## src/rtl/rdi_pkg.sv

```systemverilog
`timescale 1ns/1ps
package rdi_pkg;
  localparam int unsigned K2_W   = 8;
  localparam int unsigned CODE_W = 3;
  localparam logic [CODE_W-1:0] RDI_CODE = 3'b110;
endpackage

```

## src/rtl/rdi_match.sv

```systemverilog
`timescale 1ns/1ps
module rdi_match
  import rdi_pkg::*;
(
  input  logic            frame_i,
  input  logic            oof_i,
  input  logic [K2_W-1:0] k2_i,
  output logic            strobe_o,
  output logic            ind_o
);
  // frames seen while out of frame do not count
  assign strobe_o = frame_i & ~oof_i;
  assign ind_o    = (k2_i[CODE_W-1:0] == RDI_CODE);
endmodule

```

## src/rtl/rdi_persist.sv

```systemverilog
`timescale 1ns/1ps
module rdi_persist #(
  parameter int unsigned CNT_W = 4
) (
  input  logic             clk_i,
  input  logic             rst_ni,
  input  logic             oof_i,
  input  logic             strobe_i,
  input  logic             ind_i,
  input  logic [CNT_W-1:0] persist_i,
  output logic             state_o,
  output logic             chg_o
);
  localparam int unsigned EXT_W = CNT_W + 1;

  logic [CNT_W-1:0] cnt_q, cnt_d;
  logic             state_q, state_d;
  logic [EXT_W-1:0] limit, cnt_inc;
  logic             differ;

  assign limit   = (persist_i == '0) ? EXT_W'(1) : {1'b0, persist_i};
  assign cnt_inc = {1'b0, cnt_q} + EXT_W'(1);
  assign differ  = strobe_i & (ind_i != state_q);

  always_comb begin
    cnt_d   = cnt_q;
    state_d = state_q;
    chg_o   = 1'b0;
    if (oof_i) begin
      cnt_d = '0;
    end else if (strobe_i) begin
      if (!differ) begin
        cnt_d = '0;
      end else if (cnt_inc >= limit) begin
        cnt_d   = '0;
        state_d = ind_i;
        chg_o   = 1'b1;
      end else begin
        cnt_d = cnt_inc[CNT_W-1:0];
      end
    end
  end

  always_ff @(posedge clk_i or negedge rst_ni) begin
    if (!rst_ni) begin
      cnt_q   <= '0;
      state_q <= 1'b0;
    end else begin
      cnt_q   <= cnt_d;
      state_q <= state_d;
    end
  end

  assign state_o = state_q;

  assert_oof_zero_R6: assert property (@(posedge clk_i) disable iff (!rst_ni)
    oof_i |=> (cnt_q == '0) && $stable(state_q));
  assert_idle_hold_R11: assert property (@(posedge clk_i) disable iff (!rst_ni)
    (!strobe_i && !oof_i) |=> $stable(state_q) && $stable(cnt_q));
  assert_run_break_R4: assert property (@(posedge clk_i) disable iff (!rst_ni)
    (strobe_i && (ind_i == state_q)) |=> (cnt_q == '0) && $stable(state_q));
  assert_min_one_R5: assert property (@(posedge clk_i) disable iff (!rst_ni)
    (strobe_i && (ind_i != state_q) && (persist_i <= CNT_W'(1))) |=> (state_q == $past(ind_i)));
endmodule

```

## src/rtl/rdi_event.sv

```systemverilog
`timescale 1ns/1ps
module rdi_event (
  input  logic clk_i,
  input  logic rst_ni,
  input  logic chg_i,
  input  logic clr_i,
  input  logic mask_i,
  output logic delta_o,
  output logic irq_o
);
  logic delta_q;

  always_ff @(posedge clk_i or negedge rst_ni) begin
    if (!rst_ni)     delta_q <= 1'b0;
    else if (chg_i)  delta_q <= 1'b1; // change beats clear
    else if (clr_i)  delta_q <= 1'b0;
  end

  assign delta_o = delta_q;
  assign irq_o   = delta_q & ~mask_i;

  assert_delta_on_change_R7: assert property (@(posedge clk_i) disable iff (!rst_ni)
    chg_i |=> delta_o);
  assert_clr_effect_R8: assert property (@(posedge clk_i) disable iff (!rst_ni)
    (clr_i && !chg_i) |=> !delta_o);
  assert_delta_sticky_R7: assert property (@(posedge clk_i) disable iff (!rst_ni)
    (delta_o && !clr_i) |=> delta_o);
endmodule

```

## src/rtl/line_rdi_det.sv

```systemverilog
`timescale 1ns/1ps
module line_rdi_det
  import rdi_pkg::*;
#(
  parameter int unsigned CNT_W = 4
) (
  input  logic             clk_i,
  input  logic             rst_ni,
  input  logic             frame_i,
  input  logic [K2_W-1:0]  k2_i,
  input  logic             oof_i,
  input  logic [CNT_W-1:0] persist_i,
  input  logic             mask_i,
  input  logic             delta_clr_i,
  output logic             rdi_o,
  output logic             delta_o,
  output logic             irq_o
);
  logic strobe, ind, chg;

  rdi_match u_match (
    .frame_i  (frame_i),
    .oof_i    (oof_i),
    .k2_i     (k2_i),
    .strobe_o (strobe),
    .ind_o    (ind)
  );

  rdi_persist #(.CNT_W(CNT_W)) u_persist (
    .clk_i     (clk_i),
    .rst_ni    (rst_ni),
    .oof_i     (oof_i),
    .strobe_i  (strobe),
    .ind_i     (ind),
    .persist_i (persist_i),
    .state_o   (rdi_o),
    .chg_o     (chg)
  );

  rdi_event u_event (
    .clk_i   (clk_i),
    .rst_ni  (rst_ni),
    .chg_i   (chg),
    .clr_i   (delta_clr_i),
    .mask_i  (mask_i),
    .delta_o (delta_o),
    .irq_o   (irq_o)
  );

  assert_change_flags_R7: assert property (@(posedge clk_i) disable iff (!rst_ni)
    !$stable(rdi_o) |-> delta_o);
endmodule

```

## config.mk

```make
export PLATFORM = sky130hd
export DESIGN_NAME = line_rdi_det
export DESIGN_NICKNAME = d
export VERILOG_FILES = /design/src/rtl/rdi_pkg.sv /design/src/rtl/rdi_match.sv /design/src/rtl/rdi_persist.sv /design/src/rtl/rdi_event.sv /design/src/rtl/line_rdi_det.sv
export SDC_FILE = /design/constraint.sdc
export NUM_CORES = 1
export LEC_CHECK = 0
export BUFFER_PORTS_ARGS = -buffer_cell sky130_fd_sc_hd__buf_2
export CAP_MARGIN = 10
export CORE_AREA = 2 2 39 41
export DETAILED_ROUTE_END_ITERATION = 7
export DIE_AREA = 0 0 41 43
export HOLD_SLACK_MARGIN = 0.02
export PLACE_DENSITY_LB_ADDON = 0.3
export SETUP_SLACK_MARGIN = 0.3
export SYNTH_ARGS = -nofsm -noshare
export SYNTH_HDL_FRONTEND = slang
export SYNTH_SLANG_ARGS = --single-unit
```

## constraint.sdc

```tcl
create_clock -name clk_i -period 4.9 [get_ports clk_i]
set_clock_uncertainty 0.15 [all_clocks]
set_input_delay 1.225 -clock clk_i [delete_from_list [all_inputs] [get_ports clk_i]]
set_output_delay 1.225 -clock clk_i [all_outputs]
set_load 0.02 [all_outputs]
```

Word-level counts from Yosys, hierarchy flattened
Cells that the tools add are included.
{"block": "classes", "bitwise_logic": 5, "mux": 11, "div_mod_pow": 0, "multipliers": 0, "n_lt_le_gt_ge": 1, "shifts": 0, "n_reduce_logical": 4, "addsub": 1, "eq_ne": 2}
{"cell": "$mux 4", "n": 5}
{"cell": "$mux 1", "n": 6}
{"cell": "$add 4x1->5 const B", "n": 1}
{"cell": "$ge 5x5->1", "n": 1}
{"cell": "$logic_not 4->1", "n": 1}
{"cell": "$reduce_and 4->1", "n": 1}
{"cell": "$reduce_bool 2->1", "n": 2}
{"cell": "$and 1x1->1", "n": 3}
{"cell": "$eq 3x3->1 const B", "n": 1}
{"cell": "$not 1->1", "n": 2}
{"cell": "$ne 1x1->1", "n": 1}
{"block": "totals", "register_bits": 6, "latchBits": 0, "ram_bits": 0, "romBits": 0, "memories": 0, "wordCells": 27, "out_inout_bits": 3, "input_bits": 18}

Depth between registers and ports, before layout
Gate-level depths: netlist of run 1.
{"block": "depth", "depth_word": 8, "ltp_mapped": 8, "depth_no_buf": 8}

Cells and area by module
Synthesis of run 1 repeated with hierarchy kept, for this count alone.
{"block": "hier_totals", "cells_unflattened": 40, "hier_area_um2": 424.2}
{"mod": "rdi_persist", "n_inst": 1, "seq_area_each_um2": 125.1, "area_each_um2": 366.6, "cells_each": 34}
{"mod": "rdi_event", "n_inst": 1, "seq_area_each_um2": 25.0, "area_each_um2": 42.5, "cells_each": 4}
{"mod": "rdi_match", "n_inst": 1, "seq_area_each_um2": 0.0, "area_each_um2": 15.0, "cells_each": 2}

Least setup slack after synthesis of run 1
No wires, ideal clock.
{"block": "synth_path", "kind": "input port to output port", "from": "input port mask_i", "to": "output port irq_o", "arrival_ps": 1505, "setup_slack_ps": 2020, "stages": 1, "required_time_ps": 3525, "path_buffers": 0, "cell_sequence": "nor2_1"}
{"block": "synth_via", "elab_chain_len": 2}
{"item": "start, declared", "line_no": "line_rdi_det.sv:13", "text": "input logic mask_i,"}
{"item": "$not 1->1", "line_no": "rdi_event.sv:20", "text": "assign irq_o = delta_q & ~mask_i;"}
{"item": "$and 1x1->1", "line_no": "rdi_event.sv:20"}
{"item": "end, declared", "line_no": "line_rdi_det.sv:17", "text": "output logic irq_o"}
No other way between the ends.

Worst setup path in the final report of run 1
Same ends and word-level chain as after synthesis.

==> results of run 1 <==
stage by stage:
step	setup slack [ns]	utilization, %	area (µm²)	cells
detailed placement	1.980	38.52	533.0	76
CTS	1.975	40.14	555.5	79
finish	1.975	40.14	555.5	79
global route	1.972	40.14	555.5	79
global placement	1.982	38.52	533.0	76
floorplan	2.020	-	437.9	45
worst max-delay path: stages:
cell and delay (ns):
buf_2 0.10, nor2_1 0.07, buf_2 0.16
routing by layer:
| metal | GRT usage (%) | vias to the layer above |
|---|---|---|
| met3 | 3.141 | 2 |
| met2 | 14.37 | 14 |
| met1 | 13.91 | 148 |
| li1 | - | 193 |
| met5 | 0 | - |
| met4 | 10.00 | 0 |
flip-flops by register name (all words and copies together), names as in the netlist:
name	flops
u_event.delta_o	1
u_persist.state_o	1
u_persist.cnt_q	4
report_power, final:
part	internal, µW	switching [µW]	total (µW)
Sequential	56.9	5.90	62.8
Clock	27.7	17.7	45.4
Combinational	28.1	33.4	61.6
Total	113	57.0	170
final cells by class:
type / instances / area (µm²) / area share (%)
multi-input cells: 33 / 265.3 / 47.75
well taps: 16 / 20.02 / 3.604
clock buffers: 3 / 22.52 / 4.054
repair buffers: 15 / 75.07 / 13.51
flip-flops and latches: 6 / 150.1 / 27.03
inverters: 6 / 22.52 / 4.054
cells by family after synthesis:
logic type / count (synthesis) / share of synthesized area, %
and+or+nand+nor: 14 / 21.14
AOI/OAI and AO/OA: 10 / 15.14
buffers and inverters: 6 / 5.142
DFF: 6 / 34.28
adders and majority gates: 5 / 14.29
xor gates and xnor gates: 3 / 7.716
muxes: 1 / 2.286
cells in the final DEF, fill, tap and decap left out:
| cell | count |
|---|---|
| buf_2 | 15 |
| nand2_1 | 6 |
| dfrtp_1 | 6 |
| inv_1 | 5 |
| o21ai_1 | 5 |
| ha_1 | 5 |
| clkbuf_4 | 3 |
| nor2_1 | 2 |
| nand2b_1 | 2 |
| xor2_1 | 1 |
| nand3_1 | 1 |
| xnor2_1 | 1 |
| a31o_2 | 1 |
| a211oi_2 | 1 |
| o21ai_0 | 1 |
| a31oi_1 | 1 |
| o21ai_2 | 1 |
| clkinv_1 | 1 |
| nand3b_4 | 1 |
| xnor2_2 | 1 |
| nor3b_4 | 1 |
| nand2_2 | 1 |
| mux2i_1 | 1 |
worst paths after layout:
| kind | end | slack, ns | cells past startpoint |
|---|---|---|---|
| setup / recovery | irq_o | 1.98 | 3 |
| hold / removal | u_persist.cnt_q[1] | 0.37 | 2 |
| setup reg to reg | u_persist.cnt_q[0] | 2.93 | 7 |
| hold reg to reg | u_persist.cnt_q[1] | 0.37 | 2 |
| max in group asynchronous | u_persist.cnt_q[3] | 3.81 | 1 |
| min in group asynchronous | u_event.delta_o | 0.65 | 1 |
==> results by group, run 1 <==
Finish
  – Area growth from synthesis to final layout: 26.86%
  – Fillers: approximately 140
  – Share of cells above drive strength 1: 39.68%
  – Nets: 88
  – # diodes: 0

Timing
  – Fin. max-slew vios: 0
  – Worst hold slack: ~0.37 ns
  – Tcrit/Tclk final: 59.68%
  – Rel. slew slack: 82.58%
  – Post-layout minimum cycle time: about 3 ns
  – RSZ-0062 raised after global routing: false
  – Final Hold Viols: 0
  – Worst-Margin Slew: around 0.26 ns
  – Final setup vio count: 0
  – Setup TNS: 0 ns
  – Fmax: 341.9 MHz

Floorplan
  – Area of the core: roughly 1400 µm²
  – I/O Pins: 21
  – Die W: slightly above 40 µm
  – Die Y-Extent: around 43 µm
  – Initial core utilization: 31.65%
  – Die area: roughly 1800 µm²
  – Core Rows: 14

Detailed routing
  – Top routing layer in use: met4
  – Drt pass-1 iters: 3
  – Post-Route WL: 739 µm
  – WL met1: 360 µm
  – DR iter-0 viols: 7
  – Vias per inst: around 4.5
  – Met3 wire len: approximately 52 µm
  – Routed vias: between 300 and 400
  – DRC Markers: 0
  – Routed WL per cell: approximately 9.4 µm
  – Met2 wire length: 318 µm
  – Antenna Nets Post-Route: 0

Critical path
  – Crit Path Class: primary input to primary output
  – CP endpoint kind: primary output
  – Critical path required time: approximately 3.5 ns
  – CP startpoint kind: primary input
  – Critical path fanouts, max: 1
  – WP data arrival: around 1.6 ns
  – Worst Setup SP: mask_i
  – FF-to-FF Start: u_persist.cnt_q[0]

Worst hold path
  – Hold/Removal Path Class: flop to flop
  – Hold Startpoint: u_persist.cnt_q[1]

Logic synthesis
  – Area leader, netlist: dfrtp_1
  – Yosys cell types: 21
  – Ranking of synthesized cells by area: dfrtp_1, ha_1, o21ai_1
  – Dominant synthesized flop cell: dfrtp_1
  – Number of synthesis warnings: 0
  – Post-synth EDFFs: 0
  – Syn Nets: 68
  – Synthesized flop and latch total: 6
  – Synth cell count leaders: dfrtp_1, nand2_1, ha_1, inv_1, o21ai_1
  – Post-synthesis instance total: 45
  – Register area share after synthesis: ~34%
  – Avg Inst Size Synth: about 9.7 µm²
  – Cell area after synthesis: about 440 µm²
  – Async SR Flop Fraction: between 90% and 100%
  – Area fraction of the dominant cell type after synthesis: between 30 and 40%

Pwr
  – Pwr/cell area: roughly 310 nW/µm²
  – Lkg Pwr: just over 0.0003 µW
  – Worst IR drop on VDD: ~0.14 mV
  – Final Power: about 170 µW

CTS
  – H-tree lvl count: 1
  – Worst-path clk slew: approximately 0.050 ns
  – Clk buf depth: 2
  – Worst-Skew Late Latency: 0.24 ns
  – Cts bufs inserted: 3
  – Sink Count: 6
  – PostCTS Resize Cnt: 0
  – # hold bufs at CTS: 0
  – CTS tree: yes
  – CTS Root Cell: clkbuf_4
  – Post-CTS setup buffer count: 0

Global routing
  – Gr ovfl total: 0
  – GRT Util Overall: between 10% and 20%
  – First-pass GRT wire length: about 1.3 mm
  – Vias in the first global route: 320
  – Pin count of the biggest net entering global routing: 7
  – Initial antenna violation count: 0

Placement
  – Detailed Place HPWL: between 600 and 700 µm
  – GPL Wtd Cong: 0.6699
  – Port Buffers: 15

Run status
  – Status: complete, no violations

Flow run
  – Max-Cap Viols: 0
Power figures use the tool's default switching activity.
==> run 2: changes to the inputs <==
ABC_AREA = 1   (was not set)
clock period = 2.65 ns   (was 4.9 ns; I/O delays follow)
==> run 2 against run 1 <==
Combinational power is 45% lower. Sequential share of layout area is 3.0 points lower. Synthesized area is 16% higher. Total power is 23% higher. Via count is 28% higher. Clock power is 78% higher. Clock-buffer cell count stayed put. Critical path type is now flop to flop. Global-route usage is 1.3 points higher. Final area is 12% higher. Setup slack worse by 1.2 ns.
==> results by group, run 2 <==
Detailed routing
  – Post-Route WL: 865 µm (was 739 µm)
  – DR iter-0 viols: 0 (was 7)
  – Vias per inst: 4.404 (was 4.519)
  – Routed vias: 458 (was 357)
  – Antenna Nets Post-Route: 0 (unchanged)
  – DRC Markers: 0 (unchanged)
  – Drt pass-1 iters: 1 (was 3)
  – Routed WL per cell: 8.317 µm (was 9.354 µm)

Finish
  – Nets: 113 (was 88)
  – Commonest non-fill, non-tap cells in the layout: nand2_1, buf_2, inv_1 (was buf_2, nand2_1, dfrtp_1)
  – # diodes: 0 (unchanged)
  – Post-layout util: 45.12% (was 40.14%)
  – Largest register FFs: 4 (unchanged)
  – Area growth from synthesis to final layout: 23.21% (was 26.86%)
  – Share of cells above drive strength 1: 36.36% (was 39.68%)
  – Most flops, register: u_persist.cnt_q (unchanged)
  – Commonest non-fill, non-tap cell in the layout: nand2_1 (was buf_2)
  – Final Cell Area: 624.3 µm² (was 555.5 µm²)

Timing
  – Fin. max-slew vios: 0 (unchanged)
  – Worst-Margin Slew: 0.2269 ns (was 0.2604 ns)
  – Final Hold Viols: 0 (unchanged)
  – Fmax: approximately 520 MHz
  – Worst hold slack: 0.08380 ns (was 0.3664 ns)
  – Tcrit/Tclk final: between 70% and 80%
  – Setup TNS: 0 ns (unchanged)
  – Final setup vio count: 0 (unchanged)
  – RSZ-0062 raised after global routing: false (unchanged)
  – Post-layout minimum cycle time: 1.921 ns
  – Rel. slew slack: 84.82% (was 82.58%)

Logic synthesis
  – Post-synth EDFFs: 0 (unchanged)
  – Post-synthesis instance total: 70 (was 45)
  – Most numerous cell in the Yosys netlist: nand2_1
  – Area leader, netlist: dfrtp_1 (unchanged)
  – Syn Nets: 93 (was 68)
  – Synthesized flop and latch total: 6 (unchanged)
  – Avg Inst Size Synth: 7.239 µm² (was 9.732 µm²)
  – Synth cell count leaders: nand2_1, inv_1, nand3_1 (was dfrtp_1, nand2_1, ha_1, inv_1, o21ai_1)
  – Yosys cell types: 15 (was 21)
  – Dominant synthesized flop cell: dfrtp_1 (unchanged)
  – Area fraction of the dominant cell type after synthesis: 29.63% (was 34.29%)
  – Register area share after synthesis: 29.63% (was 34.29%)
  – Ranking of synthesized cells by area: dfrtp_1, nand2_1, ha_1 (was dfrtp_1, ha_1, o21ai_1)
  – Async SR Flop Fraction: 100.0% (unchanged)
  – Cell area after synthesis: 506.7 µm² (was 437.9 µm²)
  – Number of synthesis warnings: 0 (unchanged)

Global routing
  – M3 GR Usage: 1.571% (was 3.141%)
  – First-pass GRT wire length: 1.531 mm (was 1.255 mm)
  – Global-route met2 utilization: 18.75% (was 14.37%)
  – Initial antenna violation count: 0 (unchanged)
  – Vias in the first global route: 416 (was 320)
  – Pin count of the biggest net entering global routing: 7 (unchanged)
  – GRT Util Overall: 12.39% (was 11.04%)
  – Met1 Use GR: 16.67% (was 13.91%)
  – Global route hottest layer: met2 (unchanged)
  – Gr ovfl total: 0 (unchanged)

Critical path
  – Critical path fanouts, max: 5 (was 1)
  – Worst Reg-to-Reg Cells: 10 (was 7)
  – Crit Path Class: flop to flop (was primary input to primary output)
  – FF-to-FF Start: u_persist.cnt_q[0] (unchanged)
  – R2R Path End: u_persist.cnt_q[2] (was u_persist.cnt_q[0])
  – Reg-to-reg slack, setup: 0.73 ns (was 2.93 ns)
  – CP startpoint kind: flop (was primary input)
  – Critical path required time: 2.67 ns (was 3.52 ns)
  – WP data arrival: 1.94 ns (was 1.55 ns)
  – CP endpoint kind: flop (was primary output)

Worst hold path
  – Hold/Removal Path Class: primary input to asynchronous set/reset pin (was flop to flop)

CTS
  – # hold bufs at CTS: 0 (unchanged)
  – Cts bufs inserted: 3 (unchanged)
  – Sink Count: 6 (unchanged)
  – Worst-Skew Late Latency: 0.24 ns (about the same)
  – H-tree lvl count: 1 (unchanged)
  – Clk buf depth: 2 (unchanged)
  – CTS Root Cell: clkbuf_4 (unchanged)
  – Post-CTS setup buffer count: 0 (unchanged)
  – Worst-path clk slew: 0.05 ns (about the same)
  – CTS tree: yes (unchanged)
  – PostCTS Resize Cnt: 0 (unchanged)

Pwr
  – Lkg Pwr: 0.0003806 µW (was 0.0003049 µW)
  – Pwr/cell area: 333.5 nW/µm² (was 305.6 nW/µm²)
  – Worst IR drop on VDD: 0.1988 mV (was 0.1418 mV)

Flow run
  – Max-Cap Viols: 0 (unchanged)

Placement
  – DP Area: 601.8 µm² (was 533.0 µm²)
  – Port Buffers: 15 (unchanged)
  – Detailed Place HPWL: 792.1 µm (was 626.4 µm)
  – GPL Wtd Cong: 0.7434 (was 0.6699)

Floorplan
  – Core Rows: 14 (unchanged)
  – Die W: 41 µm (unchanged)
  – Initial core utilization: 36.62% (was 31.65%)
  – Area of the core: 1384 µm² (unchanged)
  – Die Y-Extent: 43 µm (unchanged)
  – Die area: 1763 µm² (unchanged)
  – I/O Pins: 21 (unchanged)

Run status
  – Status: complete, no violations (unchanged)
-- run 2: changes by cell type after synthesis, moves of 2 or more --
cell,before,now
nand3_1,1,7
nand2_2,1,4
inv_1,5,11
o21ai_1,5,1
nand2_1,6,21
nor2_2,0,3
nand2b_1,2,0
inv_2,0,2
nor2_4,0,3
-- run 2: kinds of logic after synthesis --
| logic type | count (synthesis) | share of synthesized area (%) |
|---|---|---|
| flops | 6 | 29.63 |
| fa+ha+maj | 5 | 12.35 |
| buf+inv | 13 | 9.630 |
| simple gates | 41 | 41.23 |
| xor+xnor | 2 | 3.457 |
| compound gates | 3 | 3.702 |
-- run 2: routing by layer --
layer | share of wire (%) | vias to the layer above
li1 | - | 253
met1 | 48 | 189
met2 | 45 | 14
met3 | 4.9 | 2
met4 | 1.7 | 0
met5 | 0 | -
-- run 2: worst max path at each step --
stage	startpoint	endpoint	slack, ns	cells after the start
6_report	u_persist.cnt_q[0]	u_persist.cnt_q[2]	0.73	10
5_1_grt	u_persist.cnt_q[0]	u_persist.cnt_q[2]	0.58	10
4_1_cts	u_persist.cnt_q[0]	u_persist.cnt_q[2]	0.70	10
3_5_place_dp	persist_i[2]	u_persist.cnt_q[2]	0.59	11
3_3_place_gp	persist_i[2]	u_persist.cnt_q[2]	0.59	11
2_1_floorplan	persist_i[2]	u_persist.cnt_q[0]	0.76	10
-- run 2: final cells by class --
cell class	instances	area, µm²
fill	144	759.5
clock buffer	3	22.52
multi-input combinational	51	307.8
timing repair buffer	15	75.07
tap	16	20.02
inverter	13	48.80
sequential	6	150.1
-- run 2: metrics by stage --
stage	worst slack, ns	power [µW]	cells
4_1_cts	0.7047	211.9	104
5_1_grt	0.5768	223.3	104
2_1_floorplan	0.7649	114.8	70
3_3_place_gp	0.5928	128.9	101
3_5_place_dp	0.5873	129.6	101
6_report	0.7293	208.2	104
-- run 2: worst max-delay path, stage by stage (launching register included) --
cell,delay [ns]
dfrtp_1,0.42
ha_1,0.25
xor2_1,0.17
ha_1,0.33
nand2_1,0.08
nand2_1,0.05
nand2_1,0.07
nand2_2,0.07
nor2_4,0.13
nand3_1,0.08
nand2_1,0.07
-- run 2: where the power goes --
| group | leakage (µW) | switching, µW | internal, µW | total, µW |
|---|---|---|---|---|
| registers | 0.0000836 | 1.09 | 93.0 | 94.1 |
| clock network | 0.0000138 | 29.6 | 51.0 | 80.6 |
| logic | 0.000283 | 18.7 | 14.9 | 33.6 |
==> run 3: changes to the inputs <==
ABC_AREA = 0   (was 1)
clock period = 1.5 ns   (was 2.65 ns; I/O delays follow)
==> run 3 against run 2 <==
The run now ends with setup timing left. Combinational power grew to 9.7 times the previous value. Via count is 4.8% lower. Critical path depth is 3 lower. Sequential share of layout area is 4.7 points lower. Final cell count is 8.7% lower. Maximum frequency is 4.0% higher. Clock power is 110% higher. First-iteration DRC count is 5 higher. Global-route usage is 3.4 points higher. Total power grew to 3.3 times the previous value. Register-to-register slack worse by 1.1 ns. Critical path type unchanged.
==> results by group, run 3 (synthesized netlist as in run 1, its figures left out) <==
Run status
  – Status: finished, violations left (was complete, no violations)
  – Failing checks: setup timing

Floorplan
  – Die area: 1763 µm² (unchanged)
  – Area of the core: 1384 µm² (unchanged)
  – Die Y-Extent: 43 µm (unchanged)
  – I/O Pins: 21 (unchanged)
  – Die W: 41 µm (unchanged)
  – Core Rows: 14 (unchanged)
  – Initial core utilization: 31.65% (was 36.62%)

CTS
  – Sink Count: 6 (unchanged)
  – CTS tree: yes (unchanged)
  – Worst-path clk slew: 0.05 ns (about the same)
  – Cts bufs inserted: 3 (unchanged)
  – Worst-Skew Late Latency: 0.26 ns (was 0.24 ns)
  – H-tree lvl count: 1 (unchanged)
  – CTS Root Cell: clkbuf_4 (unchanged)
  – Clk buf depth: 2 (unchanged)

Finish
  – Commonest non-fill, non-tap cell in the layout: buf_4 (was nand2_1)
  – Post-layout util: 56.60% (was 45.12%)
  – Area growth from synthesis to final layout: 78.86% (was 23.21%)
  – FF/Latch Area: 151.4 µm² (was 150.1 µm²)
  – # diodes: 0 (unchanged)
  – Largest register FFs: 4 (unchanged)
  – Nets: 103 (was 113)
  – Multi-input logic area: 350.3 µm² (was 307.8 µm²)
  – Fillers: 131 (was 144)
  – Most flops, register: u_persist.cnt_q (unchanged)
  – Commonest non-fill, non-tap cells in the layout: buf_4, buf_2, nand2_1 (was nand2_1, buf_2, inv_1)
  – Share of cells above drive strength 1: 65.82% (was 36.36%)

Pwr
  – Pwr/cell area: 890.1 nW/µm² (was 333.5 nW/µm²)
  – Sequential Power Share: 29.6% (was 45.2%)
  – Switch share: 33.12% (was 23.69%)
  – Comb power frac: 46.6% (was 16.1%)
  – Worst IR drop on VDD: 0.5230 mV (was 0.1988 mV)
  – Power Internal: 466.3 µW (was 158.9 µW)
  – NetSw: 230.9 µW (was 49.33 µW)
  – Lkg Pwr: 0.0004008 µW (was 0.0003806 µW)
  – Final Power: 697.2 µW (was 208.2 µW)
  – Clock power share: 23.9% (was 38.7%)

Critical path
  – Cell chain of the critical path: ha_2 -> xor2_2 -> ha_1 -> o21ai_2 -> o21ai_2 -> nand2b_4 -> o21ai_1 (was ha_1 -> xor2_1 -> ha_1 -> nand2_1 -> nand2_1 -> nand2_1 -> nand2_2 -> nor2_4 -> nand3_1 -> nand2_1)
  – Worst path slowest cell: dfrtp_1 (unchanged)
  – Reg-to-reg slack, setup: -0.35 ns (was 0.73 ns)
  – Critical path required time: 1.48 ns (was 2.67 ns)
  – R2R Path End: u_persist.cnt_q[0] (was u_persist.cnt_q[2])
  – Most used cell, CP: o21ai_2 (was nand2_1)
  – CP startpoint kind: flop (unchanged)
  – WP buf/inv: 0 (unchanged)
  – WP data arrival: 1.83 ns (was 1.94 ns)
  – Worst Reg-to-Reg Cells: 7 (was 10)
  – FF-to-FF Start: u_persist.cnt_q[0] (unchanged)
  – Critical path fanouts, max: 4 (was 5)
  – CP peak stage delay: 0.39 ns (was 0.42 ns)
  – CP top delay family: adder cells (unchanged)
  – Crit Path Class: flop to flop (unchanged)
  – CP endpoint kind: flop (unchanged)

Detailed routing
  – DRC Markers: 0 (unchanged)
  – DR iter-0 viols: 5 (was 0)
  – Routed WL per cell: 10.75 µm (was 8.317 µm)
  – Post-Route WL: 1.021 mm (was 865 µm)
  – Drt pass-1 iters: 2 (was 1)
  – Routed vias: 436 (was 458)
  – Vias per inst: 4.589 (was 4.404)
  – Antenna Nets Post-Route: 0 (unchanged)

Worst hold path
  – Hold Startpoint: delta_clr_i
  – Worst min-delay path endpoint: u_event.delta_o
  – Hold/Removal Path Class: primary input to flop (was primary input to asynchronous set/reset pin)
  – Hold Crit Depth: 2

Timing
  – Final Hold Viols: 0 (unchanged)
  – Min setup slack post-route: -0.3468 ns (was 0.7293 ns)
  – Rel. slew slack: 82.00% (was 84.82%)
  – Fmax: 541.5 MHz (was 520.7 MHz)
  – Post-layout minimum cycle time: 1.847 ns (was 1.921 ns)
  – Setup TNS: -1.752 ns (was 0 ns)
  – Worst-Margin Slew: 0.2690 ns (was 0.2269 ns)
  – Final setup vio count: 6 (was 0)
  – Fin. max-slew vios: 0 (unchanged)
  – Worst hold slack: 0.1325 ns (was 0.08380 ns)
  – RSZ-0062 raised after global routing: true (was false)
  – Tcrit/Tclk final: 123.1% (was 72.48%)

Global routing
  – Vias in the first global route: 408 (was 416)
  – Pin count of the biggest net entering global routing: 7 (unchanged)
  – First-pass GRT wire length: 1.711 mm (was 1.531 mm)
  – Gr ovfl total: 0 (unchanged)
  – GRT Util Overall: 15.77% (was 12.39%)
  – Initial antenna violation count: 0 (unchanged)

Placement
  – GPL Wtd Cong: 0.7909 (was 0.7434)
  – Detailed Place HPWL: 774.2 µm (was 792.1 µm)
  – Port Buffers: 15 (unchanged)

Flow run
  – Max-Cap Viols: 0 (unchanged)
## run 3: what timing repair did
| action | in CTS | in global routing |
|---|---|---|
| buffers inserted | 3 | 0 |
| setup endpoints to repair | 9 | 9 |
| pin swaps | 4 | 2 |
| gates resized for setup | 14 | 3 |
| endpoints found under the hold margin | 6 | 0 |
| hold buffers | 1 | 0 |
## run 3: how the worst max path moves through the flow
stage                  startpoint                 end  cells after the start
2_1_floorplan        persist_i[2]  u_persist.cnt_q[0]                      8
3_3_place_gp         persist_i[2]  u_persist.cnt_q[1]                      9
3_5_place_dp         persist_i[2]  u_persist.cnt_q[1]                      9
4_1_cts        u_persist.cnt_q[0]  u_persist.cnt_q[0]                      7
5_1_grt        u_persist.cnt_q[0]  u_persist.cnt_q[0]                      7
6_report       u_persist.cnt_q[0]  u_persist.cnt_q[0]                      7
## run 3: cell type report
type                    instances  area share (%)
well taps                      16           2.556
clock buffers                   4           3.355
repair buffers                 30           27.16
flip-flops and latches          6           19.33
multi-input cells              33           44.73
inverters                       6           2.875
## run 3: stage by stage
stage | instance area [µm²] | std cells | setup WS [ns]
2_1_floorplan | 461.7 | 45 | -0.2761
3_3_place_gp | 639.4 | 87 | -0.4080
3_5_place_dp | 639.4 | 87 | -0.4550
4_1_cts | 764.5 | 95 | -0.2935
5_1_grt | 783.3 | 95 | -0.4591
6_report | 783.3 | 95 | -0.3468
## run 3: power groups by stage
stage | Clock (µW) | Combinational (µW) | Sequential, µW
detailed placement | 0 | 264 | 201
CTS | 176 | 324 | 206
global route | 197 | 351 | 210
finish | 166 | 325 | 206
floorplan | 0 | 148 | 224
global placement | 0 | 256 | 202
## run 3: metal layers
layer  wire [µm]  global-route usage, %
met1         381                  16.78
met2         535                  23.44
met3          63                  6.283
met4          40                  12.00
met5           0                      0
